File: config.mk
export PLATFORM = sky130hd
export DESIGN_NAME = key_unwrap
export DESIGN_NICKNAME = d
export VERILOG_FILES = /design/src/rtl/ku_pkg.sv /design/src/rtl/ku_lfsr.sv /design/src/rtl/ku_perm.sv /design/src/rtl/key_unwrap.sv
export SDC_FILE = /design/constraint.sdc
export NUM_CORES = 1
export LEC_CHECK = 0
export ABC_CLOCK_PERIOD_IN_PS = 2800
export BUFFER_PORTS_ARGS = -buffer_cell sky130_fd_sc_hd__buf_2
export CAP_MARGIN = 20
export CORE_UTILIZATION = 45
export DETAILED_ROUTE_END_ITERATION = 10
export GPL_TIMING_DRIVEN = 0
export PLACE_DENSITY_LB_ADDON = 0.08
export SYNTH_ARGS = -nofsm -noshare
export SYNTH_HDL_FRONTEND = slang
export SYNTH_SLANG_ARGS = --single-unit
export TNS_END_PERCENT = 30
File: constraint.sdc
create_clock -name clk_i -period 2.8 [get_ports clk_i]
set_clock_uncertainty 0.15 [all_clocks]
set_input_delay 0.28 -clock clk_i [delete_from_list [all_inputs] [get_ports clk_i]]
set_output_delay 0.28 -clock clk_i [all_outputs]
set_load 0.1 [all_outputs]
File: src/rtl/ku_pkg.sv
package ku_pkg;

    typedef enum logic [2:0] {
        ST_SEED  = 3'd0,
        ST_FILL  = 3'd1,
        ST_LOAD  = 3'd2,
        ST_WAIT  = 3'd3,
        ST_XOR   = 3'd4,
        ST_SHIFT = 3'd5,
        ST_DONE  = 3'd6
    } ku_state_e;

    typedef enum logic {
        MODE_PAR = 1'b0,
        MODE_SER = 1'b1
    } ku_mode_e;

endpackage

File: src/rtl/ku_lfsr.sv
module ku_lfsr #(
    parameter int              WIDTH = 16,
    parameter logic [WIDTH-1:0] POLY = 16'hB400
) (
    input  logic             clk_i,
    input  logic             rst_ni,
    input  logic             load_i,
    input  logic [WIDTH-1:0] seed_i,
    output logic [WIDTH-1:0] state_o
);

    localparam logic [WIDTH-1:0] NONZERO = {{(WIDTH-1){1'b0}}, 1'b1};

    logic [WIDTH-1:0] lfsr_d, lfsr_q;

    always_comb begin
        if (load_i) begin
            // an all-zero state would lock the register
            lfsr_d = (seed_i == '0) ? NONZERO : seed_i;
        end else begin
            lfsr_d = (lfsr_q >> 1) ^ (lfsr_q[0] ? POLY : '0);
        end
    end

    always_ff @(posedge clk_i or negedge rst_ni) begin
        if (!rst_ni) lfsr_q <= NONZERO;
        else         lfsr_q <= lfsr_d;
    end

    assign state_o = lfsr_q;

    p_lfsr_alive_r8: assert property (@(posedge clk_i) disable iff (!rst_ni)
        lfsr_q != '0);

endmodule

File: src/rtl/ku_perm.sv
module ku_perm #(
    parameter int                       W     = 8,
    parameter int                       IDX_W = 3,
    parameter logic [W*IDX_W-1:0]       PERM  = 24'o76543210,
    parameter bit                       INV   = 1'b0
) (
    input  logic [W-1:0] in_i,
    output logic [W-1:0] out_o
);

    // physical position p holds logical bit PERM[p]
    for (genvar p = 0; p < W; p++) begin : g_bit
        localparam int LOG = int'(PERM[p*IDX_W +: IDX_W]);
        if (INV) begin : g_inv
            assign out_o[LOG] = in_i[p];
        end else begin : g_fwd
            assign out_o[p] = in_i[LOG];
        end
    end

endmodule

File: src/rtl/key_unwrap.sv
module key_unwrap
    import ku_pkg::*;
#(
    parameter int                                KEY_W     = 8,
    parameter int                                LFSR_W    = 16,
    parameter logic [LFSR_W-1:0]                 LFSR_POLY = 16'hB400,
    parameter bit                                RAND_EN   = 1'b1,
    parameter logic [KEY_W*$clog2(KEY_W)-1:0]    PERM      = 24'o41630725
) (
    input  logic              clk_i,
    input  logic              rst_ni,
    input  logic [KEY_W-1:0]  black_key_i,
    input  logic [KEY_W-1:0]  puf_key_i,
    input  logic              puf_valid_i,
    input  logic              mode_i,
    input  logic [LFSR_W-1:0] seed_i,
    output logic [KEY_W-1:0]  red_key_o,
    output logic              ready_o
);

    localparam int               IDX_W    = $clog2(KEY_W);
    localparam int               CNT_W    = $clog2(KEY_W);
    localparam logic [CNT_W-1:0] CNT_LAST = CNT_W'(KEY_W - 1);

    typedef struct packed {
        ku_state_e        state;
        ku_mode_e         mode;
        logic [KEY_W-1:0] black;
        logic [KEY_W-1:0] puf;
        logic [KEY_W-1:0] red;
        logic [CNT_W-1:0] cnt;
        logic             ready;
    } ku_regs_t;

    ku_regs_t q, d;

    logic [LFSR_W-1:0] lfsr_val;
    logic [KEY_W-1:0]  black_phys, puf_phys, red_log;

    ku_lfsr #(.WIDTH(LFSR_W), .POLY(LFSR_POLY)) u_lfsr (
        .clk_i   (clk_i),
        .rst_ni  (rst_ni),
        .load_i  (q.state == ST_SEED),
        .seed_i  (seed_i),
        .state_o (lfsr_val)
    );

    ku_perm #(.W(KEY_W), .IDX_W(IDX_W), .PERM(PERM), .INV(1'b0)) u_perm_black (
        .in_i (black_key_i), .out_o(black_phys)
    );

    ku_perm #(.W(KEY_W), .IDX_W(IDX_W), .PERM(PERM), .INV(1'b0)) u_perm_puf (
        .in_i (puf_key_i), .out_o(puf_phys)
    );

    ku_perm #(.W(KEY_W), .IDX_W(IDX_W), .PERM(PERM), .INV(1'b1)) u_perm_red (
        .in_i (q.red), .out_o(red_log)
    );

    always_comb begin
        d = q;
        unique case (q.state)
            ST_SEED: d.state = ST_FILL;
            ST_FILL: begin
                if (RAND_EN) begin
                    d.black = lfsr_val[KEY_W-1:0];
                    d.puf   = ~lfsr_val[KEY_W-1:0];
                    d.red   = lfsr_val[LFSR_W-1 -: KEY_W];
                end
                d.state = ST_LOAD;
            end
            ST_LOAD: begin
                d.black = black_phys;
                d.mode  = ku_mode_e'(mode_i);
                d.state = ST_WAIT;
            end
            ST_WAIT: begin
                if (puf_valid_i) begin
                    d.puf   = puf_phys;
                    d.cnt   = '0;
                    d.state = (q.mode == MODE_PAR) ? ST_XOR : ST_SHIFT;
                end
            end
            ST_XOR: begin
                d.red   = q.black ^ q.puf;
                d.ready = 1'b1;
                d.state = ST_DONE;
            end
            ST_SHIFT: begin
                // bit 0 leaves first; the shift-in stage is the top bit
                d.black = q.black >> 1;
                d.puf   = q.puf >> 1;
                d.red   = {q.black[0] ^ q.puf[0], q.red[KEY_W-1:1]};
                d.cnt   = q.cnt + 1'b1;
                if (q.cnt == CNT_LAST) begin
                    d.ready = 1'b1;
                    d.state = ST_DONE;
                end
            end
            ST_DONE: d.state = ST_DONE;
            default: d.state = ST_DONE;
        endcase
    end

    always_ff @(posedge clk_i or negedge rst_ni) begin
        if (!rst_ni) begin
            q.state <= ST_SEED;
            q.mode  <= MODE_PAR;
            q.black <= '0;
            q.puf   <= '0;
            q.red   <= '0;
            q.cnt   <= '0;
            q.ready <= 1'b0;
        end else begin
            q <= d;
        end
    end

    assign ready_o   = q.ready;
    assign red_key_o = q.ready ? red_log : '0;

    p_out_blank_r1: assert property (@(posedge clk_i) disable iff (!rst_ni)
        !ready_o |-> red_key_o == '0);

    p_black_hold_r2: assert property (@(posedge clk_i) disable iff (!rst_ni)
        (q.state == ST_WAIT) |=> (q.state != ST_WAIT) || $stable(q.black));

    p_par_latency_r4: assert property (@(posedge clk_i) disable iff (!rst_ni)
        (q.state == ST_WAIT && puf_valid_i && q.mode == MODE_PAR)
            |=> !ready_o ##1 ready_o);

    p_ser_no_early_r5: assert property (@(posedge clk_i) disable iff (!rst_ni)
        (q.state == ST_SHIFT && q.cnt != CNT_LAST) |=> !ready_o && q.state == ST_SHIFT);

    p_ready_sticky_r7: assert property (@(posedge clk_i) disable iff (!rst_ni)
        ready_o |=> ready_o && $stable(red_key_o));

    p_mode_hold_r9: assert property (@(posedge clk_i) disable iff (!rst_ni)
        (q.state inside {ST_WAIT, ST_XOR, ST_SHIFT, ST_DONE}) |=> $stable(q.mode));

endmodule

==> flow_metrics.py, run 1 <==
metrics = {
    "outcome": {
        "status": "finished, final reports clean",
    },
    "place": {
        "dp_hpwl_mm": 4.99,
        "port_buffers": 44,
        "gp_congestion": 0.815,
    },
    "yosys": {
        "synth_edf_count": 0,
        "syn_inst": 259,
        "synth_area_um2": 2700,
        "synthArstFlopShare": 1.00,
        "synth.distinct_cells": 48,
        "synth_area_leader_cell": "dfrtp_1",
        "synth_warnings": 0,
        "synth.avg_cell_area_um2": 10.4,
        "ys_seq_elements": 48,
        "yosys-top-cells-area": "dfrtp_1 (44%), mux2_2 (7.5%), nand2b_1 (4.4%), o21ai_0 (3.3%), a2bb2oi_1 (2.9%)",
        "seq_area_frac_synth": 0.446,
        "synth_top_area_share": 0.436,
        "syn-num-nets": 297,
        "synth_flop_cell": "dfrtp_1",
    },
    "cts": {
        "clock_latency_ns": 0.31,
        "htreeDepth": 2,
        "cts_buffers": 5,
        "cts.sinks": 48,
        "cts_tree": "done",
        "cts_resized": 0,
        "cts_buffer_depth": 2,
        "clk_pin_slew_ns": 0.09,
        "cts_root_buf": "clkbuf_8",
    },
    "timing": {
        "grt_setup_unrepaired": "no",
        "slew_headroom": 0.644,
        "drv_slew": 0,
        "tightestPinTransition_ns": 0.534,
        "period_minus_slack_ns": 1.81,
        "fmax_ghz": 0.553,
        "hold_viol": 0,
        "setup_tns_ns": 0,
        "min_period_over_period": 0.646,
        "finalSetupViolations": 0,
    },
    "worst_setup_path": {
        "crit_path_start_kind": "register",
        "arrival_ns": 1.38,
        "crit_path_max_fanout": 10,
        "worstReg2RegEnd": "u_lfsr.state_o[14]",
        "required_ns": 2.37,
        "critPathCaptureType": "primary output",
        "r2r_slack_ns": 1.11,
        "reg2reg_depth": 4,
        "r2r_start": "q[30]",
        "critPathKind": "reg -> out",
    },
    "floorplan": {
        "core_um2": 5640,
        "rows": 27,
        "start_util": 0.478,
        "ios": 45,
        "die_width_um": 79.4,
        "die_h_um": 79.4,
        "die_area_um2": 6300,
    },
    "global_route": {
        "grt_max_degree": 49,
        "track_usage": 0.244,
        "grt_pass1_wl_mm": 11.4,
        "antenna_found_initial": 0,
        "grt_overflow": 0,
        "grt_pass1_vias": 2046,
    },
    "power_and_ir_drop": {
        "pwr-share-seq": 0.550,
        "p_sw_frac": 0.221,
        "irDropWorstVdd_v": 0.000309,
        "power_switching_mw": 0.278,
        "pwr-share-comb": 0.039,
        "clkPwrFrac": 0.410,
        "p_per_area_nw_per_um2": 400,
        "intPower_mw": 0.980,
        "p_leak_nw": 1.41,
    },
    "cells_and_area": {
        "area_growth_pct": 16.8,
        "drive_gt1_frac": 0.307,
        "fin_nets": 350,
        "utilization": 0.558,
        "fill_cells": 514,
        "num_antenna_cells": 0,
    },
    "min_path": {
        "hold_start": "seed_i[0]",
        "whs_endpoint": "u_lfsr.state_o[0]",
        "hold_depth": 3,
        "hold_class": "in -> reg",
    },
    "detailed_routing": {
        "via_count": 2148,
        "vias_per_cell": 5.58,
        "drc": 0,
        "route.antenna.remaining_nets": 0,
        "drtPass1Iterations": 4,
        "drt_iter0_drc": 137,
        "wl_per_cell_um": 18.0,
        "routed_wirelength_mm": 6.94,
    },
    "job": {
        "drv_cap": 0,
    },
}
==> placed cells by master (no fill, tap or decap), types with 3 or more instances in the layout <==
cell type  instances
buf_2             53
dfrtp_1           47
nand2b_1          19
mux2_2            18
o21ai_0           18
nand2_1           15
xnor2_1            9
a2bb2oi_1          9
and2_1             8
o21ai_1            8
nor2_1             7
mux2i_1            7
a22o_1             7
a32o_1             7
o211ai_1           6
o22a_1             6
clkbuf_1           5
inv_1              5
clkbuf_8           5
buf_4              4
nor4_1             4
a31oi_1            3
inv_2              3
a21oi_1            3
==> registers in the layout (all words and copies together) (netlist names) <==
name / flops
u_lfsr.state_o: 16
q: 31
ready_o: 1
==> timing repair <==
item / 4_1_cts / 5_1_grt
hold endpoints to repair: 0 / 11
buffers inserted: 0 / 0
hold buffers: 0 / 1
==> per-stage QoR <==
stage / instance area (um2) / power, mW / hold slack, ns / worst slack, ns / cells
after global placement: 3010 / 0.752 / 0.334 / 1.12 / 375
after global routing: 3150 / 1.30 / 0.0431 / 0.842 / 385
final: 3150 / 1.26 / 0.0347 / 0.991 / 385
after floorplan: 2700 / 0.709 / -0.166 / 0.524 / 259
after CTS: 3120 / 1.27 / 0.0258 / 0.957 / 383
after detailed placement: 3010 / 0.752 / 0.342 / 1.12 / 375
==> kinds of logic after synthesis <==
| logic type | share of synthesized area |
|---|---|
| AO/OA/AOI/OAI | 0.220 |
| buffers and inverters | 0.0543 |
| flip-flops | 0.446 |
| XOR/XNOR | 0.0418 |
| multiplexers | 0.105 |
| adder cells (fa/ha/maj) | 0.00928 |
| AND/OR/NAND/NOR | 0.123 |
==> per-layer routing <==
metal | routed length [um] | up-vias | track usage
met3 | 276 | 4 | 0.0400
met5 | 0 | - | 0
met4 | 39 | 0 | 0.0545
met2 | 3150 | 59 | 0.366
met1 | 3470 | 1035 | 0.367
li1 | - | 1050 | -
==> how the worst max path moves through the flow <==
stage                                    end  depth (start not counted)  slack [ns]  startpoint
after detailed placement  u_lfsr.state_o[14]                          4        1.12       q[30]
after global placement    u_lfsr.state_o[14]                          4        1.12       q[30]
final                           red_key_o[5]                          2        0.99     ready_o
after floorplan                 red_key_o[2]                          1        0.52     ready_o
after global routing            red_key_o[3]                          2        0.84     ready_o
after CTS                       red_key_o[5]                          2        0.96     ready_o
==> cell type report <==
| class | instances | area, um2 | share of cell area |
|---|---|---|---|
| flip-flops and latches | 48 | 1200 | 0.382 |
| clock inverters | 3 | 42.5 | 0.0135 |
| plain buffers | 20 | 116 | 0.0370 |
| repair buffers | 46 | 250 | 0.0795 |
| inverters | 8 | 30.0 | 0.00954 |
| clock buffers | 5 | 68.8 | 0.0219 |
| well taps | 72 | 90.1 | 0.0286 |
| multi-input cells | 183 | 1350 | 0.428 |
==> worst max-delay path, cell delays in order (launching register included) <==
cell and delay (ns):
dfrtp_1 0.49, and2_1 0.16, buf_2 0.41
==> power groups by stage <==
stage	clock [mW]	sequential, mW	combinational (mW)
3_3_place_gp	0	0.706	0.0458
4_1_cts	0.527	0.693	0.0459
5_1_grt	0.556	0.693	0.0562
6_report	0.516	0.693	0.0493
2_1_floorplan	0	0.707	0.00284
3_5_place_dp	0	0.706	0.0458
==> cell usage after synthesis, drive strengths merged, types with 2 or more instances <==
| library cell | n |
|---|---|
| a31oi | 3 |
| clkbuf | 5 |
| a221oi | 2 |
| o211ai | 6 |
| and2 | 8 |
| o32ai | 2 |
| nor3 | 2 |
| o21ai | 27 |
| a32o | 7 |
| nand2b | 19 |
| ha | 2 |
| xnor2 | 10 |
| inv | 8 |
| a2bb2oi | 9 |
| mux2i | 7 |
| nand2 | 15 |
| nor4 | 4 |
| mux2 | 19 |
| nor2 | 7 |
| a21oi | 4 |
| o22ai | 2 |
| nor2b | 2 |
| a22o | 7 |
| xor2 | 2 |
| buf | 15 |
| dfrtp | 47 |
| o22a | 6 |
(Power assumes the default switching activity.)
==> inputs of run 2 (changes only) <==
--- a/config.mk
+++ b/config.mk
@@ -5,7 +5,8 @@
 export SDC_FILE = /design/constraint.sdc
 export NUM_CORES = 1
 export LEC_CHECK = 0
-export ABC_CLOCK_PERIOD_IN_PS = 2800
+export ABC_AREA = 1
+export ABC_CLOCK_PERIOD_IN_PS = 1700
 export BUFFER_PORTS_ARGS = -buffer_cell sky130_fd_sc_hd__buf_2
 export CAP_MARGIN = 20
 export CORE_UTILIZATION = 45
==> constraint.sdc (replaced) <==
create_clock -name clk_i -period 1.7 [get_ports clk_i]
set_clock_uncertainty 0.15 [all_clocks]
set_input_delay 0.17 -clock clk_i [delete_from_list [all_inputs] [get_ports clk_i]]
set_output_delay 0.17 -clock clk_i [all_outputs]
set_load 0.1 [all_outputs]
==> run 2 against run 1 <==
Net effect: synthesized cell count is 48% higher; clock power is 120% higher; via count is 23% higher; first-iteration DRC count stayed put.
==> flow_metrics.py, run 2 <==
metrics = {
    "floorplan": {
        "rows": 28,
        "ios": 45,
        "core_um2": 6060,
        "die_h_um": 82.2,
        "die_area_um2": 6760,
        "die_width_um": 82.2,
        "start_util": 0.478,
    },
    "yosys": {
        "seq_area_frac_synth": 0.415,
        "synth_top_family_by_area": "simple AND/OR/NAND/NOR gates",
        "synth_compound_area_frac": 0.0475,
        "syn_inst": 383,
        "yosys-top-cells-area": "dfrtp_1 (41%), nand2_1 (18%), nor2_1 (5.7%), nand4_1 (4.5%), inv_1 (3.8%)",
        "synth-adder-area-share": 0.00864,
        "synth_edf_count": 0,
        "syn-num-nets": 421,
        "synth_top_area_share": 0.406,
        "synth.distinct_cells": 30,
        "synth.most_common_cell": "nand2_1",
        "muxShareOfSynthArea": 0,
        "synth.avg_cell_area_um2": 7.56,
        "synth_warnings": 0,
        "ys_top_cells_by_count": "nand2_1 (142), dfrtp_1 (47), nor2_1 (44)",
        "synth_area_leader_cell": "dfrtp_1",
        "synthArstFlopShare": 1.00,
        "synth_area_um2": 2900,
        "synth_flop_cell": "dfrtp_1",
        "synthSimpleGateAreaFrac": 0.403,
        "ys_seq_elements": 48,
        "synth-xor-area-share": 0.0272,
    },
    "worst_setup_path": {
        "slowest_delay_ns": 0.39,
        "arrival_ns": 1.66,
        "r2r_start": "q[30]",
        "crit_path_max_fanout": 10,
        "crit_path_start_kind": "register",
        "r2r_slack_ns": 0.09,
        "required_ns": 1.75,
        "worstReg2RegEnd": "q[15]",
        "slowest_stage": "dfrtp_1",
        "reg2reg_depth": 9,
        "critPathKind": "reg -> reg",
        "path_common_cell": "nand2_1",
        "path_cells": "buf_6 -> inv_4 -> buf_8 -> nand3_4 -> buf_6 -> nand3b_1 -> nand2_1 -> nand2_1 -> nand2_1",
        "critPathCaptureType": "register",
    },
    "detailed_routing": {
        "highest_layer": "met4",
        "routed_wirelength_mm": 7.49,
        "wl_per_cell_um": 14.1,
        "wl_met2_mm": 3.38,
        "drt_iter0_drc": 137,
        "wl_met3_um": 274,
        "drc": 0,
        "wl_met1_mm": 3.71,
        "vias_per_cell": 4.97,
        "drtPass1Iterations": 4,
        "via_count": 2636,
        "route.antenna.remaining_nets": 0,
    },
    "cells_and_area": {
        "num_antenna_cells": 0,
        "final_cell_mix": "nand2_1 (142), dfrtp_1 (46), nor2_1 (44)",
        "register_area_um2": 1210,
        "multi_input_area_um2": 1410,
        "area_growth_pct": 25.5,
        "drive_gt1_frac": 0.226,
        "fill_cells": 582,
        "utilization": 0.600,
        "regMostFlops": "q",
        "fin_nets": 492,
        "largest_reg_flops": 31,
        "final_common_cell": "nand2_1",
    },
    "power_and_ir_drop": {
        "p_per_area_nw_per_um2": 910,
        "pwr-share-comb": 0.204,
        "intPower_mw": 2.38,
        "clkPwrFrac": 0.345,
        "power_switching_mw": 0.923,
        "p_sw_frac": 0.279,
        "pwr-share-seq": 0.451,
        "irDropWorstVdd_v": 0.000657,
        "p_leak_nw": 1.80,
    },
    "place": {
        "gp_congestion": 0.836,
        "pre_cts_ws_ns": -0.000566,
        "port_buffers": 44,
        "dp_hpwl_mm": 5.50,
    },
    "timing": {
        "tightestPinTransition_ns": 0.483,
        "drv_slew": 0,
        "slew_headroom": 0.681,
        "hold_viol": 0,
        "grt_setup_unrepaired": "no",
        "period_minus_slack_ns": 1.61,
        "min_period_over_period": 0.945,
        "setup_slack_ns": 0.0938,
        "fmax_ghz": 0.623,
        "finalSetupViolations": 0,
    },
    "min_path": {
        "hold_depth": 3,
        "hold_start": "puf_valid_i",
        "whs_endpoint": "q[31]",
        "hold_class": "in -> reg",
    },
    "cts": {
        "cts_buffer_depth": 2,
        "cts_tree": "done",
        "clk_pin_slew_ns": 0.09,
        "cts_buffers": 5,
        "cts_root_buf": "clkbuf_8",
        "htreeDepth": 2,
        "clock_latency_ns": 0.31,
        "cts.sinks": 48,
    },
    "global_route": {
        "track_usage": 0.248,
        "grt_pass1_vias": 2575,
        "antenna_found_initial": 0,
        "grt_overflow": 0,
        "grt_max_degree": 36,
        "grt_pass1_wl_mm": 12.3,
    },
    "outcome": {
        "status": "finished, final reports clean",
    },
    "job": {
        "drv_cap": 0,
    },
}
## run 2: changes by cell type after synthesis, sizes merged, moves of 7 or more
cell and delta:
nand4 +20, nand2b -19, nand2 +135, mux2i -7, and2 -8, a22o -7, a32o -7, inv +26
nor2 +40, a2bb2oi -9, nand3 +25, o21ai -8, mux2 -19
## run 2: cell type report
cell class,count,area share
well taps,75,0.0258
inverters,34,0.0455
clock inverters,3,0.0248
clock buffers,5,0.0189
repair buffers,65,0.125
plain buffers,16,0.0399
multi-input cells,284,0.388
flip-flops and latches,48,0.332
## run 2: critical path: cells and delay by family (launching register included)
kind,cells,cell delay (ns)
flops,1,0.39
buf+inv,4,0.55
simple gates,5,0.42
## run 2: worst max-delay path by stage
stage / startpoint / to / slack [ns]
floorplan: ready_o / red_key_o[0] / 0.02
global placement: ready_o / red_key_o[2] / 0.01
detailed placement: ready_o / red_key_o[2] / -0.0006
CTS: ready_o / red_key_o[2] / 0.07
global route: q[30] / q[7] / 0.009
finish: q[30] / q[15] / 0.09
## run 2: what timing repair did
item	4_1_cts	5_1_grt
gates resized for setup	8	2
pin swaps	0	1
hold endpoints to repair	65	0
setup endpoints to repair	8	4
hold buffers	18	0
buffers inserted	0	2
gates cloned	0	0
## run 2: power groups by stage
stage / Combinational [mW] / Clock, mW / Sequential [mW]
after floorplan: 0.431 / 0 / 1.44
after global placement: 0.622 / 0 / 1.50
after detailed placement: 0.628 / 0 / 1.50
after CTS: 0.666 / 1.16 / 1.48
after global routing: 0.757 / 1.20 / 1.50
final: 0.673 / 1.14 / 1.49
## run 2: kinds of logic after synthesis
group	count (synthesis)
AOI/OAI and AO/OA	25
xor gates and xnor gates	9
adders and majority gates	2
buffers and inverters	51
DFF	48
and+or+nand+nor	248
## run 2: per-stage QoR
step	setup TNS (ns)	power [mW]	hold WS [ns]	std cells	instance area, um2
after floorplan	0	1.87	-0.276	383	2930
after global placement	0	2.12	0.226	502	3240
after detailed placement	-0.000566	2.13	-0.0467	503	3260
after CTS	0	3.31	0.0181	528	3620
after global routing	0	3.46	0.0383	530	3630
final	0	3.30	0.0239	530	3630
## run 2: routing by layer
metal	up-vias	GRT usage
met1	1212	0.338
met3	11	0.0418
met5	-	0
met4	0	0.0719
met2	65	0.402
li1	1348	-
==> inputs of run 3 (changes only) <==
--- a/config.mk
+++ b/config.mk
@@ -5,7 +5,6 @@
 export SDC_FILE = /design/constraint.sdc
 export NUM_CORES = 1
 export LEC_CHECK = 0
-export ABC_AREA = 1
 export ABC_CLOCK_PERIOD_IN_PS = 1700
 export BUFFER_PORTS_ARGS = -buffer_cell sky130_fd_sc_hd__buf_2
 export CAP_MARGIN = 20
==> run 3 against run 2 <==
Net effect: global-route usage grew 0.17 points; sequential share of layout area is 2.4 points higher; utilization grew 0.11 points; die area down 6.7%; first-iteration DRC count up 23%; sequential power down 23%; highest routed layer unchanged.
==> flow_metrics.py, run 3 (synthesis gave the netlist of run 1 again) <==
metrics = {
    "cts": {
        "cts_buffer_depth": 2,
        "cts.sinks": 48,
        "clock_latency_ns": 0.30,
        "cts_buffers": 5,
        "cts_tree": "done",
        "post_cts_buffers": 0,
        "clk_pin_slew_ns": 0.09,
        "cts_root_buf": "clkbuf_8",
        "htreeDepth": 2,
    },
    "worst_setup_path": {
        "critPathKind": "reg -> out",
        "arrival_ns": 1.32,
        "crit_path_max_fanout": 10,
        "required_ns": 1.38,
        "critPathCaptureType": "primary output",
        "crit_path_start_kind": "register",
    },
    "timing": {
        "finalSetupViolations": 0,
        "period_minus_slack_ns": 1.64,
        "slew_headroom": 0.650,
        "min_period_over_period": 0.966,
        "tightestPinTransition_ns": 0.526,
        "hold_viol": 0,
        "drv_slew": 0,
        "setup_tns_ns": 0,
        "fmax_ghz": 0.609,
        "setup_slack_ns": 0.0570,
        "grt_setup_unrepaired": "yes",
    },
    "floorplan": {
        "start_util": 0.478,
        "rows": 27,
        "die_area_um2": 6300,
        "core_um2": 5640,
        "ios": 45,
        "die_width_um": 79.4,
        "die_h_um": 79.4,
    },
    "detailed_routing": {
        "wl_per_cell_um": 17.8,
        "drt_iter0_drc": 168,
        "via_count": 2284,
        "drtPass1Iterations": 4,
        "route.antenna.remaining_nets": 0,
        "vias_per_cell": 5.63,
        "routed_wirelength_mm": 7.22,
        "drc": 0,
    },
    "global_route": {
        "track_usage": 0.249,
        "grt_pass1_vias": 2205,
        "grt_pass1_wl_mm": 11.7,
        "antenna_found_initial": 0,
        "grt_max_degree": 49,
        "grt_overflow": 0,
    },
    "cells_and_area": {
        "fin_nets": 371,
        "final_common_cell": "buf_2",
        "num_antenna_cells": 0,
        "fill_cells": 478,
        "drive_gt1_frac": 0.326,
        "utilization": 0.601,
        "regMostFlops": "q",
        "register_area_um2": 1200,
        "largest_reg_flops": 31,
        "multi_input_area_um2": 1360,
        "area_growth_pct": 25.7,
        "final_cell_mix": "buf_2 (51), dfrtp_1 (45), dlygate4sd3_1 (22)",
    },
    "place": {
        "dp_hpwl_mm": 5.04,
        "port_buffers": 44,
        "gp_congestion": 0.826,
        "pre_cts_ws_ns": 0.00539,
    },
    "min_path": {
        "hold_class": "in -> reg",
    },
    "power_and_ir_drop": {
        "p_leak_nw": 1.51,
        "irDropWorstVdd_v": 0.000429,
        "p_per_area_nw_per_um2": 620,
    },
    "outcome": {
        "status": "finished, final reports clean",
    },
    "job": {
        "drv_cap": 0,
    },
}
## run 3: what timing repair did
action	4_1_cts	5_1_grt
gates resized for setup	3	7
setup endpoints to repair	3	19
endpoints found under the hold margin	68	0
hold buffers	22	0
## run 3: worst paths after layout
path	slack (ns)	cells past startpoint	start	endpoint
hold reg to reg	0.37	1	q[28]	q[28]
setup reg to reg	0.06	4	q[30]	u_lfsr.state_o[14]
min in group asynchronous	0.22	2	rst_ni	ready_o
max in group asynchronous	0.65	3	rst_ni	q[31]
setup / recovery	0.06	2	ready_o	red_key_o[3]
hold / removal	0.008	3	black_key_i[7]	q[22]
## run 3: metrics by stage
step	std cells	hold slack, ns	instance area [um2]	power, mW
floorplan	259	-0.276	2710	1.17
global placement	375	0.244	3020	1.24
detailed placement	375	0.243	3020	1.24
CTS	405	0.00343	3360	2.12
global route	406	0.0209	3390	2.17
finish	406	0.00778	3390	2.10
## run 3: report_power, final
group / total, mW / switching [mW] / internal, mW
sequential: 1.14 / 0 / 1.14
combinational: 0.118 / 0.0497 / 0.0685
clock: 0.841 / 0.406 / 0.436
total: 2.10 / 0.455 / 1.65
## run 3: critical path, cell delays in order (launching register included)
cell,delay (ns)
dfrtp_2,0.45
and2_2,0.16
buf_2,0.41
## run 3: area by class of cell
cell class              count  share of cell area
plain buffers              20              0.0380
clock buffers               5              0.0203
clock inverters             3              0.0126
inverters                   8             0.00886
multi-input cells         183               0.402
flip-flops and latches     48               0.356
well taps                  72              0.0266
repair buffers             67               0.136
## run 3: layer usage
layer  vias to the layer above  track usage  wire [um]
met2                        60        0.388       3320
met5                         -            0          0
met3                         6       0.0354        332
met1                      1121        0.369       3500
met4                         0       0.0527         70
li1                       1097            -          -
